**src/rtl/cwv_mul_pkg.sv**
```systemverilog
package cwv_mul_pkg;
  localparam int OP_W   = 24;
  localparam int PROD_W = 2 * OP_W;
  localparam int BYTE_W = 8;
  localparam int NIB_W  = 4;
  localparam int NBYTE  = OP_W / BYTE_W;
  localparam int PP_W   = 2 * BYTE_W;
  localparam int LEAF_W = 2 * NIB_W;

  // Vertical-and-crosswise column evaluation of a 4x4 product.
  function automatic logic [LEAF_W-1:0] cw_leaf(input logic [NIB_W-1:0] x,
                                                input logic [NIB_W-1:0] y);
    logic [LEAF_W-1:0] r;
    logic [2:0] acc;
    logic [2:0] cy;
    r  = '0;
    cy = '0;
    for (int k = 0; k < LEAF_W - 1; k++) begin
      acc = cy;
      for (int i = 0; i < NIB_W; i++) begin
        int j;
        j = k - i;
        if (j >= 0 && j < NIB_W) acc = acc + {2'b00, x[i] & y[j]};
      end
      r[k] = acc[0];
      cy   = {1'b0, acc[2:1]};
    end
    r[LEAF_W-1] = cy[0];
    return r;
  endfunction
endpackage

```
**src/rtl/cwv_full_adder.sv**
```systemverilog
module cwv_full_adder (
  input  logic a,
  input  logic b,
  input  logic ci,
  output logic s,
  output logic co
);
  logic p;
  assign p  = a ^ b;
  assign s  = p ^ ci;
  assign co = (a & b) | (p & ci);
endmodule

```
**src/rtl/cwv_rca.sv**
```systemverilog
module cwv_rca #(
  parameter int W = 8
) (
  input  logic [W-1:0] x,
  input  logic [W-1:0] y,
  input  logic         cin,
  output logic [W-1:0] sum,
  output logic         cout
);
  logic [W:0] c;
  assign c[0] = cin;
  for (genvar i = 0; i < W; i++) begin : g_bit
    cwv_full_adder u_fa (
      .a (x[i]),
      .b (y[i]),
      .ci(c[i]),
      .s (sum[i]),
      .co(c[i+1])
    );
  end
  assign cout = c[W];
endmodule

```
**src/rtl/cwv_leaf4.sv**
```systemverilog
module cwv_leaf4
  import cwv_mul_pkg::*;
(
  input  logic [NIB_W-1:0]  x,
  input  logic [NIB_W-1:0]  y,
  output logic [LEAF_W-1:0] p
);
  assign p = cw_leaf(x, y);
endmodule

```
**src/rtl/cwv_mul8.sv**
```systemverilog
module cwv_mul8
  import cwv_mul_pkg::*;
(
  input  logic [BYTE_W-1:0] x,
  input  logic [BYTE_W-1:0] y,
  output logic [PP_W-1:0]   p,
  output logic [LEAF_W-1:0] dbg_leaf
);
  logic [LEAF_W-1:0] ll, hl, lh, hh;
  logic [BYTE_W-1:0] mid_s, up_s, top_s;
  logic mid_c, up_c, unused_top_c;
  logic [3:0] unused_top_hi;

  cwv_leaf4 u_ll (.x(x[NIB_W-1:0]),      .y(y[NIB_W-1:0]),      .p(ll));
  cwv_leaf4 u_hl (.x(x[BYTE_W-1:NIB_W]), .y(y[NIB_W-1:0]),      .p(hl));
  cwv_leaf4 u_lh (.x(x[NIB_W-1:0]),      .y(y[BYTE_W-1:NIB_W]), .p(lh));
  cwv_leaf4 u_hh (.x(x[BYTE_W-1:NIB_W]), .y(y[BYTE_W-1:NIB_W]), .p(hh));

  // cross terms of equal weight
  cwv_rca #(.W(BYTE_W)) u_mid (.x(hl), .y(lh), .cin(1'b0), .sum(mid_s), .cout(mid_c));
  // bits 11:4
  cwv_rca #(.W(BYTE_W)) u_up (
    .x({hh[NIB_W-1:0], ll[LEAF_W-1:NIB_W]}), .y(mid_s), .cin(1'b0),
    .sum(up_s), .cout(up_c));
  // bits 15:12
  cwv_rca #(.W(BYTE_W)) u_top (
    .x({4'b0000, hh[LEAF_W-1:NIB_W]}), .y({7'b0, mid_c}), .cin(up_c),
    .sum(top_s), .cout(unused_top_c));

  assign unused_top_hi = top_s[BYTE_W-1:NIB_W];
  assign p        = {top_s[NIB_W-1:0], up_s, ll[NIB_W-1:0]};
  assign dbg_leaf = ll;
endmodule

```
**src/rtl/cwv_mul24_core.sv**
```systemverilog
module cwv_mul24_core
  import cwv_mul_pkg::*;
(
  input  logic [OP_W-1:0]   a,
  input  logic [OP_W-1:0]   b,
  output logic [PROD_W-1:0] p,
  output logic [PP_W-1:0]   dbg_byte_prod,
  output logic [LEAF_W-1:0] dbg_leaf_prod
);
  logic [PP_W-1:0]   pp   [NBYTE][NBYTE];
  logic [LEAF_W-1:0] leaf [NBYTE][NBYTE];

  for (genvar i = 0; i < NBYTE; i++) begin : g_ai
    for (genvar j = 0; j < NBYTE; j++) begin : g_bj
      cwv_mul8 u_m8 (
        .x(a[i*BYTE_W +: BYTE_W]),
        .y(b[j*BYTE_W +: BYTE_W]),
        .p(pp[i][j]),
        .dbg_leaf(leaf[i][j])
      );
    end
  end

  // equal-weight group sums
  logic [PP_W-1:0] g1_s, g2a_s, g4_s;
  logic            g1_c, g2a_c, g4_c;
  logic [PP_W:0]   g2_s;
  logic            g2_c;
  cwv_rca #(.W(PP_W)) u_g1  (.x(pp[0][1]), .y(pp[1][0]), .cin(1'b0), .sum(g1_s),  .cout(g1_c));
  cwv_rca #(.W(PP_W)) u_g2a (.x(pp[0][2]), .y(pp[1][1]), .cin(1'b0), .sum(g2a_s), .cout(g2a_c));
  cwv_rca #(.W(PP_W+1)) u_g2b (.x({g2a_c, g2a_s}), .y({1'b0, pp[2][0]}), .cin(1'b0),
                               .sum(g2_s), .cout(g2_c));
  cwv_rca #(.W(PP_W)) u_g3  (.x(pp[1][2]), .y(pp[2][1]), .cin(1'b0), .sum(g4_s),  .cout(g4_c));

  // aligned rows
  logic [PROD_W-1:0] row_e, row_1, row_2, row_3, acc1, acc2, acc3;
  logic unused_c1, unused_c2, unused_c3;
  assign row_e = {pp[2][2], {PP_W{1'b0}}, pp[0][0]};
  assign row_1 = {23'b0, g1_c, g1_s, 8'b0};
  assign row_2 = {14'b0, g2_c, g2_s, 16'b0};
  assign row_3 = {7'b0, g4_c, g4_s, 24'b0};

  cwv_rca #(.W(PROD_W)) u_f1 (.x(row_e), .y(row_1), .cin(1'b0), .sum(acc1), .cout(unused_c1));
  cwv_rca #(.W(PROD_W)) u_f2 (.x(acc1),  .y(row_2), .cin(1'b0), .sum(acc2), .cout(unused_c2));
  cwv_rca #(.W(PROD_W)) u_f3 (.x(acc2),  .y(row_3), .cin(1'b0), .sum(acc3), .cout(unused_c3));

  assign p             = acc3;
  assign dbg_byte_prod = pp[0][0];
  assign dbg_leaf_prod = leaf[0][0];
endmodule

```
**src/rtl/cwv_mul24.sv**
```systemverilog
module cwv_mul24
  import cwv_mul_pkg::*;
#(
  parameter bit OUT_REG = 1'b1
) (
  input  logic              clk,
  input  logic              rst_n,
  input  logic [OP_W-1:0]   op_a,
  input  logic [OP_W-1:0]   op_b,
  output logic [PROD_W-1:0] prod
);
  logic [PROD_W-1:0] comb_prod;
  logic [PP_W-1:0]   dbg_byte_prod;
  logic [LEAF_W-1:0] dbg_leaf_prod;

  cwv_mul24_core u_core (
    .a(op_a),
    .b(op_b),
    .p(comb_prod),
    .dbg_byte_prod(dbg_byte_prod),
    .dbg_leaf_prod(dbg_leaf_prod)
  );

  if (OUT_REG) begin : g_reg
    always_ff @(posedge clk or negedge rst_n) begin
      if (!rst_n) prod <= '0;
      else        prod <= comb_prod;
    end
  end else begin : g_comb
    assign prod = comb_prod;
  end
endmodule

```
**config.mk**
```make
export PLATFORM = sky130hd
export DESIGN_NAME = cwv_mul24
export DESIGN_NICKNAME = d
export VERILOG_FILES = /design/src/rtl/cwv_mul_pkg.sv /design/src/rtl/cwv_full_adder.sv /design/src/rtl/cwv_rca.sv /design/src/rtl/cwv_leaf4.sv /design/src/rtl/cwv_mul8.sv /design/src/rtl/cwv_mul24_core.sv /design/src/rtl/cwv_mul24.sv
export SDC_FILE = /design/constraint.sdc
export NUM_CORES = 1
export LEC_CHECK = 0
export BUFFER_PORTS_ARGS = -buffer_cell sky130_fd_sc_hd__clkbuf_2
export CORE_ASPECT_RATIO = 0.8
export CORE_MARGIN = 2
export CORE_UTILIZATION = 55
export CTS_BUF_LIST = sky130_fd_sc_hd__clkbuf_16
export CTS_CLUSTER_DIAMETER = 150
export DETAILED_ROUTE_END_ITERATION = 10
export PLACE_DENSITY = 0.74
export REMOVE_ABC_BUFFERS = 1
export SYNTH_ARGS = -nofsm -noshare
export SYNTH_HDL_FRONTEND = slang
export SYNTH_SLANG_ARGS = --single-unit
```
**constraint.sdc**
```tcl
create_clock -name clk -period 0.8 [get_ports clk]
set_clock_uncertainty 0.1 [all_clocks]
set_input_delay 0.16 -clock clk [delete_from_list [all_inputs] [get_ports clk]]
set_output_delay 0.16 -clock clk [all_outputs]
set_load 0.02 [all_outputs]
```
==> metrics.md <==
| Metric | Value |
|---|---|
| Worst IR Drop VDD | `~0.0055 V` |
| Tmin final | `between 15000 and 20000 ps` |
| Max Clk Rate | `0.05463 GHz` |
| Pwr Total | `93.23 mW` |
| Crit path launch type | `input pin` |
| Critical Path AT | `about 18000 ps` |
| Final wirelength | `between 40000 and 50000 µm` |
| Clock root buffer | `clkbuf_16` |
| Most frequent cells in the layout | `477 x inv_1, 473 x fa_1, 388 x and2_1` |
| TritonRoute pass-1 iters | `5` |
| Critical path's slowest cell | `fa_1` |
| Vias in the first global route | `15400` |
| CP Data Required Time | `900 ps` |
| CP Buf/Inv Count | `11` |
| Failing checks | `negative setup slack` |
| CP max FO | `22` |
| Starting Density | `55.94%` |
| HP Class | `input pin to flip-flop` |
| Clock sink total | `48` |
| Drt wl/cell | `19.06 µm` |
| Setup WS post-layout | `-17510 ps` |
| Floorplan row count | `62` |
| Post-synth cell types | `12` |
| Mapped Cells | `approximately 2000` |
| Static Leak | `approximately 11 nW` |
| First-pass GRT wire length | `around 80000 µm` |
| Die width | `approximately 220 µm` |
| Number of port buffers | `a little under 100` |
| Antenna-violating nets left | `0` |
| CP Capture Type | `flip-flop` |
| Ratio of final minimum period to clock period | `2288%` |
| Initial antenna violation count | `5` |
| CP peak stage delay | `roughly 530 ps` |
| Mapped Area | `~0.020 mm²` |
| CTS tree | `built` |
| Synth area leaders | `fa_1 51%, ha_1 14%, and2_1 12%, inv_1 9.2%, dfrtp_1 6.0%` |
| Synthesis-stage register bit count | `48` |
| I/O pin count | `slightly below 100` |
| Biggest register | `prod` |
| Synth top area share | `about half` |
| Post-DP HPWL | `just under 40000 µm` |
| Routability cong. | `0.8652` |
| RSZ-0062 raised after global routing | `true` |
| CP top delay family | `adder cells` |
| Synth area leader | `fa_1` |
| Total Routing Usage GR | `around 28%` |
| Mapped Avg Cell Area | `~10 µm²` |
| Total Neg Setup Slack | `-505330 ps` |
| Clock-pin slew on the worst setup and hold paths | `~70 ps` |
| Drt drc | `0` |
| Layout net count | `approximately 2800` |
| Total grt overflow | `0` |
| Routed vias/inst | `about 5.2` |
| Area of the core | `between 0.03 and 0.04 mm²` |
| Largest register FFs | `48` |
| CTS max path bufs | `2` |
| Slew Limit Fails | `0` |
| Final hold vios | `0` |
| Number of synthesis warnings | `0` |
| Cell repeated most along the worst path | `fa_2` |
| Pwr Density | `4236 mW/mm²` |
| Status | `complete, but fails checks` |
| H-Tree Depth | `2` |
| Final setup viols | `94` |
| Largest net degree at the start of global routing | `49` |
| Top flop regs | `prod (48)` |
| Hold WS | `112.9 ps` |
| Placed cell areas | `0.02114 mm²` |
| Die footprint | `0.03817 mm²` |
| Num CTS Buffers | `5` |
| Ant diodes | `0` |
| Design area | `0.02201 mm²` |
| Min-Delay Startpoint | `op_b[1]` |
| Vias | `13110` |
| Die Height | `about 180 µm` |
| Max_cap viols | `0` |
| Sequential share of the synthesized area | `slightly below 6%` |
| CP Launch Point | `op_a[0]` |
| Layout cells sized above 1 | `between 10% and 20%` |
| Worst rel slew slack | `approximately three quarters` |
| 1st-iter DRT viols | `between 500 and 600` |
| Most common cell after layout, fill and taps aside | `inv_1` |
| Slew @ Worst Pin | `385.2 ps` |
| P&R area growth vs syn | `9.295%` |
| Crit Path Class | `input pin to flip-flop` |
[cell type report]
type	count	area, µm²
clock inverter	3	90.09
timing repair buffer	164	1346
multi-input combinational	1326	16790
inverter	495	1858
fill	2977	13990
sequential	48	1201
tap	480	600.6
clock buffer	5	125.1
[timing repair]
action | 4_1_cts | 5_1_grt
gates resized for setup | 88 | 154
setup endpoints to repair | 94 | 94
pin swaps | 19 | 10
hold buffers | 1 | 0
buffers inserted | 0 | 0
hold endpoints to repair | 48 | 0
[synthesized netlist by cell type, drive strengths merged]
cell type	instances
xnor2	9
xor2	2
dfrtp	48
inv	495
ha	222
nand2	156
clkbuf	25
fa	517
buf	71
and2	420
[kinds of logic after synthesis]
kind of cell	after synthesis	share of synthesized area, %
adders and majority gates	739	65.19
xor gates and xnor gates	11	0.4785
and+or+nand+nor	576	16.14
buffers and inverters	591	12.22
DFF	48	5.965
[final timing paths]
check | slack, ps | endpoint | cells past startpoint
worst max-delay path | -17510 | prod[47]$_DFF_PN0_ | 66
worst min-delay path | 110 | prod[1]$_DFF_PN0_ | 3
max in group asynchronous | 70 | prod[41]$_DFF_PN0_ | 3
min in group asynchronous | 280 | prod[5]$_DFF_PN0_ | 3
[metrics by stage]
stage               setup WS (ps)  util [%]  instances
global route               -17930     61.14       2521
CTS                        -17620     60.23       2521
detailed placement         -19770     58.73       2512
floorplan                  -18800         -       1869
finish                     -17510     61.14       2521
global placement           -19380     58.73       2512
[report_power, final]
group | switching [mW] | total, mW | internal [mW]
sequential | 0.695 | 5.39 | 4.70
combinational | 45.9 | 84.5 | 38.6
clock | 1.18 | 3.29 | 2.12
[per-layer routing]
| metal | global-route usage (%) | vias up | part of all wire [%] |
|---|---|---|---|
| li1 | - | 5688 | - |
| met1 | 36.57 | 6965 | 41 |
| met2 | 46.51 | 376 | 50 |
| met3 | 5.814 | 79 | 7.0 |
| met4 | 8.022 | 2 | 2.8 |
| met5 | 0 | - | 0.027 |
Power figures use the tool's default switching activity.
